$ cat src/rtl/irqc_pkg.sv
package irqc_pkg;

  localparam int OFF_ENABLE = 'h00;
  localparam int OFF_RAW    = 'h04;
  localparam int OFF_STATUS = 'h08;
  localparam int OFF_SENSE  = 'h0C;
  localparam int OFF_MODE   = 'h10;
  localparam int OFF_ROUTE  = 'h14;

  typedef enum logic [2:0] {
    SEL_ENABLE,
    SEL_RAW,
    SEL_STATUS,
    SEL_SENSE,
    SEL_MODE,
    SEL_ROUTE,
    SEL_NONE
  } regSel_e;

  // strobes from bus decode to the datapath
  typedef struct packed {
    logic    wrEnable;
    logic    wrSense;
    logic    wrMode;
    logic    wrRoute;
    logic    wrAck;
    logic    rdEn;
    regSel_e rdSel;
  } busStrobe_t;

endpackage

$ cat src/rtl/irqc_ctrl.sv
module irqc_ctrl
  import irqc_pkg::*;
#(
  parameter int ADDR_W = 5
) (
  input  logic              busSel,
  input  logic              busWe,
  input  logic [ADDR_W-1:0] busAddr,
  output busStrobe_t        strobe
);

  regSel_e hitSel;

  always_comb begin
    if (busAddr == ADDR_W'(OFF_ENABLE))      hitSel = SEL_ENABLE;
    else if (busAddr == ADDR_W'(OFF_RAW))    hitSel = SEL_RAW;
    else if (busAddr == ADDR_W'(OFF_STATUS)) hitSel = SEL_STATUS;
    else if (busAddr == ADDR_W'(OFF_SENSE))  hitSel = SEL_SENSE;
    else if (busAddr == ADDR_W'(OFF_MODE))   hitSel = SEL_MODE;
    else if (busAddr == ADDR_W'(OFF_ROUTE))  hitSel = SEL_ROUTE;
    else                                     hitSel = SEL_NONE;
  end

  always_comb begin
    strobe          = '0;
    strobe.rdSel    = hitSel;
    strobe.rdEn     = busSel && !busWe;
    if (busSel && busWe) begin
      strobe.wrEnable = (hitSel == SEL_ENABLE);
      strobe.wrAck    = (hitSel == SEL_RAW);
      strobe.wrSense  = (hitSel == SEL_SENSE);
      strobe.wrMode   = (hitSel == SEL_MODE);
      strobe.wrRoute  = (hitSel == SEL_ROUTE);
    end
  end

endmodule

$ cat src/rtl/irqc_sync.sv
module irqc_sync #(
  parameter int WIDTH  = 32,
  parameter int STAGES = 2
) (
  input  logic             clk,
  input  logic             rstN,
  input  logic [WIDTH-1:0] asyncIn,
  output logic [WIDTH-1:0] syncOut
);

  logic [WIDTH-1:0] stage [STAGES];

  for (genvar g = 0; g < STAGES; g++) begin : g_stage
    if (g == 0) begin : g_first
      always_ff @(posedge clk or negedge rstN) begin
        if (!rstN) stage[g] <= '0;
        else       stage[g] <= asyncIn;
      end
    end else begin : g_next
      always_ff @(posedge clk or negedge rstN) begin
        if (!rstN) stage[g] <= '0;
        else       stage[g] <= stage[g-1];
      end
    end
  end

  assign syncOut = stage[STAGES-1];

endmodule

$ cat src/rtl/irqc_datapath.sv
module irqc_datapath
  import irqc_pkg::*;
#(
  parameter int NUM_SRC     = 32,
  parameter int SYNC_STAGES = 2
) (
  input  logic               clk,
  input  logic               rstN,
  input  logic [NUM_SRC-1:0] srcIn,
  input  busStrobe_t         strobe,
  input  logic [NUM_SRC-1:0] busWdata,
  output logic [NUM_SRC-1:0] busRdata,
  output logic [NUM_SRC-1:0] rawVec,
  output logic [NUM_SRC-1:0] enableQ,
  output logic               irqOut,
  output logic               fiqOut
);

  logic [NUM_SRC-1:0] syncQ;
  logic [NUM_SRC-1:0] prevQ;
  logic [NUM_SRC-1:0] senseQ;
  logic [NUM_SRC-1:0] modeQ;
  logic [NUM_SRC-1:0] routeQ;
  logic [NUM_SRC-1:0] latchQ;
  logic [NUM_SRC-1:0] levelAdj;
  logic [NUM_SRC-1:0] edgeHit;
  logic [NUM_SRC-1:0] ackVec;
  logic [NUM_SRC-1:0] maskedVec;

  irqc_sync #(
    .WIDTH (NUM_SRC),
    .STAGES(SYNC_STAGES)
  ) u_sync (
    .clk    (clk),
    .rstN   (rstN),
    .asyncIn(srcIn),
    .syncOut(syncQ)
  );

  // configuration words
  always_ff @(posedge clk or negedge rstN) begin
    if (!rstN) begin
      enableQ <= '0;
      senseQ  <= '0;
      modeQ   <= '0;
      routeQ  <= '0;
    end else begin
      if (strobe.wrEnable) enableQ <= busWdata;
      if (strobe.wrSense)  senseQ  <= busWdata;
      if (strobe.wrMode)   modeQ   <= busWdata;
      if (strobe.wrRoute)  routeQ  <= busWdata;
    end
  end

  // edge detection compares raw line samples, so a sense change alone is no edge
  always_ff @(posedge clk or negedge rstN) begin
    if (!rstN) prevQ <= '0;
    else       prevQ <= syncQ;
  end

  assign levelAdj = ~(syncQ ^ senseQ);
  assign edgeHit  = modeQ & ((senseQ & syncQ & ~prevQ) | (~senseQ & ~syncQ & prevQ));
  assign ackVec   = strobe.wrAck ? busWdata : '0;

  // set beats clear; latch held empty while the source is in level mode
  always_ff @(posedge clk or negedge rstN) begin
    if (!rstN) latchQ <= '0;
    else       latchQ <= modeQ & ((latchQ & ~ackVec) | edgeHit);
  end

  assign rawVec    = (modeQ & latchQ) | (~modeQ & levelAdj);
  assign maskedVec = rawVec & enableQ;
  assign irqOut    = |(maskedVec & ~routeQ);
  assign fiqOut    = |(maskedVec & routeQ);

  always_ff @(posedge clk or negedge rstN) begin
    if (!rstN) begin
      busRdata <= '0;
    end else if (strobe.rdEn) begin
      case (strobe.rdSel)
        SEL_ENABLE: busRdata <= enableQ;
        SEL_RAW:    busRdata <= rawVec;
        SEL_STATUS: busRdata <= maskedVec;
        SEL_SENSE:  busRdata <= senseQ;
        SEL_MODE:   busRdata <= modeQ;
        SEL_ROUTE:  busRdata <= routeQ;
        default:    busRdata <= '0;
      endcase
    end
  end

endmodule

$ cat src/rtl/irqc_top.sv
module irqc_top
  import irqc_pkg::*;
#(
  parameter int NUM_SRC     = 32,
  parameter int ADDR_W      = 5,
  parameter int SYNC_STAGES = 2
) (
  input  logic               clk,
  input  logic               rstN,
  input  logic [NUM_SRC-1:0] srcIn,
  input  logic               busSel,
  input  logic               busWe,
  input  logic [ADDR_W-1:0]  busAddr,
  input  logic [NUM_SRC-1:0] busWdata,
  output logic [NUM_SRC-1:0] busRdata,
  output logic               irqOut,
  output logic               fiqOut
);

  busStrobe_t         strobe;
  logic [NUM_SRC-1:0] rawVec;
  logic [NUM_SRC-1:0] enableQ;

  irqc_ctrl #(
    .ADDR_W(ADDR_W)
  ) u_ctrl (
    .busSel (busSel),
    .busWe  (busWe),
    .busAddr(busAddr),
    .strobe (strobe)
  );

  irqc_datapath #(
    .NUM_SRC    (NUM_SRC),
    .SYNC_STAGES(SYNC_STAGES)
  ) u_dp (
    .clk     (clk),
    .rstN    (rstN),
    .srcIn   (srcIn),
    .strobe  (strobe),
    .busWdata(busWdata),
    .busRdata(busRdata),
    .rawVec  (rawVec),
    .enableQ (enableQ),
    .irqOut  (irqOut),
    .fiqOut  (fiqOut)
  );

endmodule

$ cat config.mk
export PLATFORM = sky130hd
export DESIGN_NAME = irqc_top
export DESIGN_NICKNAME = d
export VERILOG_FILES = /design/src/rtl/irqc_pkg.sv /design/src/rtl/irqc_ctrl.sv /design/src/rtl/irqc_sync.sv /design/src/rtl/irqc_datapath.sv /design/src/rtl/irqc_top.sv
export SDC_FILE = /design/constraint.sdc
export NUM_CORES = 1
export LEC_CHECK = 0
export BUFFER_PORTS_ARGS = -buffer_cell sky130_fd_sc_hd__buf_2
export CAP_MARGIN = 40
export CORE_AREA = 2 2 235 237
export DETAILED_ROUTE_END_ITERATION = 16
export DIE_AREA = 0 0 237 239
export PLACE_DENSITY = 0.43
export SYNTH_ARGS = -nofsm -noshare
export SYNTH_HDL_FRONTEND = slang
export SYNTH_SLANG_ARGS = --single-unit
$ cat constraint.sdc
create_clock -name clk -period 3.2 [get_ports clk]
set_input_delay 0.32 -clock clk [delete_from_list [all_inputs] [get_ports clk]]
set_output_delay 0.32 -clock clk [all_outputs]
set_load 0.05 [all_outputs]
### Word-level counts from Yosys, hierarchy flattened

Cells that the tools add are included.
W data, S select, Z words.

* logic and storage cells: 58
* ROM bits: 0
* memory bits (writable): 0
* bits of input ports: 73
* memories: 0
* bits in latches: 0
* register bits: 288

* reductions and logical operators: 7
* bitwise operators: 23
* shift-type cells: 0
* $mul: 0
* add/sub/neg operators: 0
* magnitude comparators: 0
* div/mod/pow operators: 0
* eq/ne operators: 10
* multiplexer cells: 9

Operators with widths (count)
* $and A32 B32 Y32: 12
* $not A32 Y32: 7
* $pmux W32 S6: 1
* $or A32 B32 Y32: 3
* $reduce_or A32 Y1: 2
* $mux W32: 1
* $xor A32 B32 Y32: 1
* $mux W3: 5
* $eq A5 B4 Y1 const B: 2
* $eq A5 B5 Y1 const B: 2
* $eq A3 B2 Y1 const B: 2
* $eq A3 B3 Y1 const B: 2
* $eq A5 B3 Y1 const B: 1
* $logic_not A5 Y1: 1
* $mux W5: 1
* $eq A3 B1 Y1 const B: 1
* $logic_not A3 Y1: 1
* $logic_and A1 B1 Y1: 2
* $mux W2: 1
* $logic_not A1 Y1: 1

### Depth between registers and ports, before layout

Gate-level depths: netlist of the first run.

* depth in word-level cells: 14
* gate-level depth with buffers: 7
* depth with buffers taken out: 7

### Modules after synthesis

Synthesis of the first run repeated with hierarchy kept, for this count alone.

* cells, all modules: 1236
* area, all modules: 13695.6 sq um

Modules (own cells, without submodules)
* irqc_datapath: instances 1, seq. area each 5605.4 sq um, area an instance 11736.3 sq um, cells an instance 1126
* irqc_sync: instances 1, seq. area each 1601.5 sq um, area an instance 1841.8 sq um, cells an instance 96
* irqc_ctrl: instances 1, seq. area each 0.0 sq um, area an instance 117.6 sq um, cells an instance 14

### Worst setup path after synthesis of the first run

OpenSTA, ideal clock, no wires.

* path kind: register to output
* start point: register u_dp.senseQ[11]
* end point: output fiqOut
* stages on the path, launching flop included: 8
* path buffers: 0
* setup slack: 0.871 ns
* arrival time: 2.009 ns
* data required time: 2.880 ns
* cell sequence: dfrtp_1 > inv_1 > ha_1 > nand2b_1 > and4_1 > nor4_1 > nand4_1 > or4_1

* word-level cells in the longest chain between the ends: 7

Ends and longest elaborated chain
* start, declared: RTL line irqc_datapath.sv:21 `logic [NUM_SRC-1:0] senseQ;`
* start signal, assigned: RTL line irqc_datapath.sv:49 `if (strobe.wrSense) senseQ <= busWdata;`
* $xor A32 B32 Y32: RTL line irqc_datapath.sv:61 `assign levelAdj = ~(syncQ ^ senseQ);`
* $not A32 Y32: RTL line irqc_datapath.sv:61
* $and A32 B32 Y32: RTL line irqc_datapath.sv:71 `assign rawVec = (modeQ & latchQ) | (~modeQ & levelAdj);`
* $or A32 B32 Y32: RTL line irqc_datapath.sv:71
* $and A32 B32 Y32: RTL line irqc_datapath.sv:72 `assign maskedVec = rawVec & enableQ;`
* $and A32 B32 Y32: RTL line irqc_datapath.sv:74 `assign fiqOut = |(maskedVec & routeQ);`
* $reduce_or A32 Y1: RTL line irqc_datapath.sv:74
* end, declared: RTL line irqc_top.sv:17 `output logic fiqOut`

Every way passes these cells.

### Final worst setup path of the first run

Ends and elaborated chain as after synthesis.

==> metrics.md, run 1 <==
| Metric | Value |
|---|---|
| Total GRT Usage | 0.149 |
| RR Startpoint | u_dp.senseQ[28] |
| Number of setup buffers added after CTS | 0 |
| Pre-CTS setup slack | 547 ps |
| CTS buffer count | 38 |
| Vias | 9832 |
| Sink Count | 288 |
| Share of Yosys cell area claimed by the top area cell type | 0.536 |
| Mapped cell area | 13500 um^2 |
| Worst setup path endpoint | fiqOut |
| Initial antenna violation count | 7 |
| First-pass GRT wire length | 63200 um |
| Post-synth EDFFs | 0 |
| Relative slew slack | 0.456 |
| Level count of the clock H-tree | 2 |
| Outcome | completed |
| CP Data Arrival Time | 2800 ps |
| Via/cell ratio | 4.66 |
| Max Cap Viol | 0 |
| Top area cells in the synthesized netlist | dfrtp_1 (54%), mux2_2 (7.8%), ha_1 (6.0%), nand2_1 (4.4%), mux2i_1 (3.1%) |
| Syn_nets | 1348 |
| WL per Instance | 19.8 um |
| R2r endpoint | u_dp.busRdata[28] |
| Post-Syn Area per Cell | 11.1 um^2 |
| Fin Setup TNS | 0 ps |
| Final Slew Violations | 0 |
| Nets | 1515 |
| Root Buffer | clkbuf_16 |
| Layout cells sized above 1 | 0.234 |
| Die span in y | 239 um |
| Placer Congestion | 0.794 |
| Most frequent cell after synthesis | dfrtp_1 |
| Post-synthesis sequential element count | 288 |
| Count of cell types in the netlist | 53 |
| Fin. Hold Viols | 0 |
| Min Hold Slack | 47.3 ps |
| PortBufs | 106 |
| Max Freq | 321 MHz |
| Largest net degree at the start of global routing | 69 |
| Measured slew at the worst slew-check pin | 816 ps |
| Period utilisation layout | 0.974 |
| RSZ-0062 raised after global routing | true |
| Crit path from | u_dp.senseQ[11] |
| Clock Skew | 12.8 ps |
| Starting Density | 0.248 |
| Post-route setup slack | 81.7 ps |
| CTS tree | built |
| Number of global-route vias before repair | 10100 |
| Final instance area | 16700 um^2 |
| Finished Core Util | 0.307 |
| Routed WL | 41800 um |
| Yosys top cell by area | dfrtp_1 |
| Post-DP HPWL | 28300 um |
| DP Area | 15100 um^2 |
| Top Ports | 107 |
| Hold crit path type | in2reg |
| Reg2Reg Depth | 8 |
| Pwr Density | 591 nW/um^2 |
| Max VDD drop | 0.000297 V |
| 1st-pass router iterations | 6 |
| Most common library cells after synthesis | dfrtp_1 (288), nand2_1 (159), inv_1 (100) |
| Clk Latency, worst-skew pair | 540 ps |
| Final setup fails | 0 |
| CP required | 2880 ps |
| Row count | 86 |
| Clk slew on worst S/H paths | 60 ps |
| Sequential share of the synthesized area | 0.536 |
| Antenna-violating nets left | 0 |
| Die width | 237 um |
| Crit path launch type | register |
| Leakage power | 7.65 nW |
| Worst Path Max Fanout | 3 |
| Top FF cell, synth | dfrtp_1 |
| Drt drc | 0 |
| Synthesis Warnings | 0 |
| Worst R2R Setup Slack | 1140 ps |
| Synth async-reset ratio | 1.00 |
| Grt total ovfl | 0 |
| DR iter-0 viols | 694 |
| # diodes | 0 |
| CP endpoint kind | output pin |
| P&R area growth vs syn | 23.9% |
| Final min period | 3120 ps |
| Mapped Cells | 1211 |
| Core box area | 54300 um^2 |
| CTS Buffer Depth | 3 |
| Critical setup path kind | reg2out |
| Die area | 56600 um^2 |
[cell type report]
cell class	instances	area (um^2)
clock buffer	60	1180
fill	5588	37700
multi-input combinational	774	5740
tap	704	881
timing repair buffer	176	1220
inverter	100	375
sequential	288	7210
clock inverter	6	58.8
[critical path, cell delays in order (launching register included)]
cell	delay [ps]
dfrtp_1	360
inv_1	70
ha_1	280
nand2b_1	90
and4_1	230
nor4_2	240
nand4_1	180
or4_4	580
buf_2	230
[what timing repair did]
| item | 4_1_cts | 5_1_grt |
|---|---|---|
| setup endpoints to repair | 2 | 2 |
| resized for setup | 3 | 3 |
| endpoints found under the hold margin | 94 | 0 |
| hold buffers | 33 | 0 |
[sequential cells by signal, indices dropped and copies added, names as in the netlist]
signal,flops
u_dp.busRdata,32
u_dp.enableQ,32
u_dp.u_sync.syncOut,32
u_dp.routeQ,32
u_dp.u_sync.stage,32
u_dp.prevQ,32
u_dp.latchQ,32
u_dp.senseQ,32
u_dp.modeQ,32
[logic make-up (layout without fill, tap and decap cells)]
| family | Yosys count | in the layout | synth area share |
|---|---|---|---|
| flops | 288 | 288 | 0.536 |
| mux | 138 | 138 | 0.112 |
| simple gates | 293 | 293 | 0.105 |
| fa+ha+maj | 64 | 64 | 0.0595 |
| buf+inv | 149 | 342 | 0.0435 |
| compound gates | 279 | 279 | 0.145 |
[layer usage]
metal  wire (um)  vias to the layer above  GRT usage  share of wire
met2       19600                      228      0.245           0.47
met4        1110                        8     0.0495          0.026
met3        2080                       73     0.0307          0.050
li1            -                     4599          -              -
met5          40                        -          0        0.00096
met1       18900                     4924      0.196           0.45
[worst min path at each step]
stage,start,to,slack [ps],cells after the start
CTS,busWdata[0],u_dp.senseQ[0],10,3
global route,busWdata[11],u_dp.senseQ[11],50,3
global placement,u_dp.u_sync.stage[59],u_dp.u_sync.syncOut[27],330,0
floorplan,rstN,u_dp.busRdata[0],20,0
detailed placement,u_dp.u_sync.stage[54],u_dp.u_sync.syncOut[22],330,0
finish,busWdata[0],u_dp.senseQ[0],50,3
[cell usage in the layout, fill, tap and decap left out, drive strengths merged, types with 6 or more instances in the layout]
| cell type | instances |
|---|---|
| a211oi | 12 |
| inv | 101 |
| o221ai | 7 |
| mux2i | 42 |
| and2 | 20 |
| a222oi | 20 |
| dlygate4sd3 | 33 |
| nand3 | 19 |
| or2 | 12 |
| o21ai | 51 |
| mux2 | 96 |
| a21oi | 67 |
| a22o | 19 |
| ha | 64 |
| a31oi | 9 |
| a22oi | 12 |
| clkbuf | 61 |
| nand2b | 25 |
| dfrtp | 288 |
| buf | 142 |
| a211o | 7 |
| a21boi | 39 |
| o41ai | 6 |
| nor2 | 13 |
| nand2 | 159 |
| a31o | 8 |
| nor2b | 20 |
[power by group]
part           switching (W)  total, W  internal [W]
Sequential          0.000324   0.00430       0.00398
Combinational       0.000748   0.00132      0.000577
Clock                0.00163   0.00422       0.00259
[through the flow]
| stage | instances | power [W] |
|---|---|---|
| detailed placement | 2008 | 0.00565 |
| CTS | 2107 | 0.0100 |
| finish | 2108 | 0.00985 |
| global placement | 2008 | 0.00563 |
| global route | 2108 | 0.0104 |
| floorplan | 1211 | 0.00507 |
Power figures use the tool's default switching activity.
==> run 2, diff against run 1 <==
--- a/config.mk
+++ b/config.mk
@@ -6,11 +6,11 @@
 export NUM_CORES = 1
 export LEC_CHECK = 0
 export BUFFER_PORTS_ARGS = -buffer_cell sky130_fd_sc_hd__buf_2
-export CAP_MARGIN = 40
 export CORE_AREA = 2 2 235 237
 export DETAILED_ROUTE_END_ITERATION = 16
 export DIE_AREA = 0 0 237 239
 export PLACE_DENSITY = 0.43
+export SKIP_LAST_GASP = 1
 export SYNTH_ARGS = -nofsm -noshare
 export SYNTH_HDL_FRONTEND = slang
 export SYNTH_SLANG_ARGS = --single-unit
==> constraint.sdc (replaced) <==
create_clock -name clk -period 3.8 [get_ports clk]
set_input_delay 0.38 -clock clk [delete_from_list [all_inputs] [get_ports clk]]
set_output_delay 0.38 -clock clk [all_outputs]
set_load 0.05 [all_outputs]
==> run 2 against run 1 <==
  * Design area down 1.4%
  * Cell count shrank 0.38%
  * Core utilization is 0.42 points lower
  * Via count is 0.31% lower
  * Sequential share of layout area rose by 0.60 points
  * Critical path type unchanged
  * Count of clock-buffer cells in the layout fell by 4
  * Combinational power is 17% lower
  * Global-route usage is 0.44 points higher
  * Setup slack improved by 340 ps
  * Die area unchanged
  * Non-clock buffer count decreased by 6
==> metrics.md, run 2 (synthesis results as in run 1) <==
| Metric | Value |
|---|---|
| Post-cts sizing count | 0 |
| Level count of the clock H-tree | 2 |
| Filler cells | 5540 |
| Grt total ovfl | 0 |
| Core box area | 54300 um^2 |
| Measured slew at the worst slew-check pin | 1080 ps |
| Post-route setup slack | 420 ps |
| Slowest CP cell | or4_1 |
| Layout cells sized above 1 | 0.225 |
| Outcome | completed |
| Clk slew on worst S/H paths | 60 ps |
| Largest net degree at the start of global routing | 85 |
| Critical setup path kind | reg2out |
| Final Slew Violations | 0 |
| CP required | 3420 ps |
| Drt drc | 0 |
| P&R area growth vs syn | 22.2% |
| Max Cap Viol | 0 |
| Fin. Hold Viols | 0 |
| Fin Setup TNS | 0 ps |
| PortBufs | 106 |
| Post-DP HPWL | 28400 um |
| Starting Density | 0.248 |
| Post-cts hold buffer count | 33 |
| Initial antenna violation count | 6 |
| CTS tree | built |
| Buf/Inv on CP | 2 |
| RSZ-0062 raised after global routing | false |
| CP Data Arrival Time | 3000 ps |
| Final min period | 3380 ps |
| Die width | 237 um |
| Worst Path Max Fanout | 3 |
| Most frequent cells in the layout | dfrtp_1 (288), nand2_1 (159), buf_2 (105) |
| Row count | 86 |
| DR iter-0 viols | 774 |
| Crit path launch type | register |
| Number of setup buffers added after CTS | 0 |
| Vias | 9802 |
| Antenna-violating nets left | 0 |
| Pwr Density | 490 nW/um^2 |
| Placer Congestion | 0.760 |
| Slowest stage delay, CP | 650 ps |
| Total GRT Usage | 0.153 |
| Via/cell ratio | 4.67 |
| Commonest non-fill, non-tap cell in the layout | dfrtp_1 |
| Clock Skew | 21.3 ps |
| CP endpoint kind | output pin |
| Hold crit path type | in2reg |
| Pre-CTS setup slack | 1050 ps |
| Root Buffer | clkbuf_16 |
| Delay-heaviest family, CP | simple AND/OR/NAND/NOR gates |
| Max VDD drop | 0.000247 V |
| Die area | 56600 um^2 |
| 1st-pass router iterations | 5 |
| First-pass GRT wire length | 65100 um |
| CTS buffer count | 36 |
| Number of global-route vias before repair | 10200 |
| Final setup fails | 0 |
| Crit-path cells | inv_1 -> ha_1 -> nand2b_1 -> and4_1 -> nor4_1 -> nand4_1 -> or4_1 -> buf_2 |
| Routed WL | 42300 um |
| Sink Count | 288 |
| Nets | 1507 |
| Clk Latency, worst-skew pair | 550 ps |
| WL per Instance | 20.1 um |
| Relative slew slack | 0.274 |
| Period utilisation layout | 0.890 |
| Leakage power | 7.54 nW |
| Die span in y | 239 um |
| Top Ports | 107 |
| CTS Buffer Depth | 3 |
| Max Freq | 296 MHz |
-- run 2: area by class of cell --
type	count	area (um^2)	area share
clock buffer	56	1090	0.0662
timing repair buffer	170	1130	0.0687
clock inverter	6	41.3	0.00251
tap	704	881	0.0536
multi-input combinational	774	5710	0.347
antenna	2	5.00	0.000305
inverter	100	375	0.0228
sequential	288	7210	0.439
-- run 2: worst register-to-register path, delay by kind of cell, from the launching register on --
family,cells,cell delay (ps)
adders and majority gates,1,300
and+or+nand+nor,1,190
DFF,1,390
buffers and inverters,1,70
AOI/OAI and AO/OA,4,890
-- run 2: layer usage --
layer,vias to the layer above,share of wire,GRT usage
li1,4584,-,-
met1,4968,0.47,0.208
met2,173,0.46,0.249
met3,71,0.039,0.0255
met4,6,0.026,0.0512
met5,-,0.00078,0
-- run 2: power by group --
part | internal (W) | switching, W | total (W)
clock network | 0.00196 | 0.00136 | 0.00333
registers | 0.00335 | 0.000269 | 0.00362
logic | 0.000466 | 0.000633 | 0.00110
-- run 2: worst paths after layout --
path,start,to,slack (ps),depth (start not counted)
max,u_dp.u_sync.syncOut[11],fiqOut,420,8
min,busWdata[28],u_dp.senseQ[28],110,3
max reg2reg,u_dp.senseQ[19],u_dp.busRdata[19],1860,7
min reg2reg,u_dp.u_sync.stage[33],u_dp.u_sync.syncOut[1],340,0
max in group asynchronous,rstN,u_dp.u_sync.syncOut[28],2380,3
min in group asynchronous,rstN,u_dp.u_sync.stage[58],440,2
-- run 2: through the flow --
step                power, W  hold WS, ps  instances  utilization  instance area [um^2]
finish               0.00805          107       2100        0.302                 16400
global route         0.00848          115       2099        0.302                 16400
CTS                  0.00819         74.4       2098        0.302                 16400
detailed placement   0.00475          335       2003        0.276                 15000
global placement     0.00473          332       2003        0.276                 15000
floorplan            0.00427         84.4       1211            -                 13500
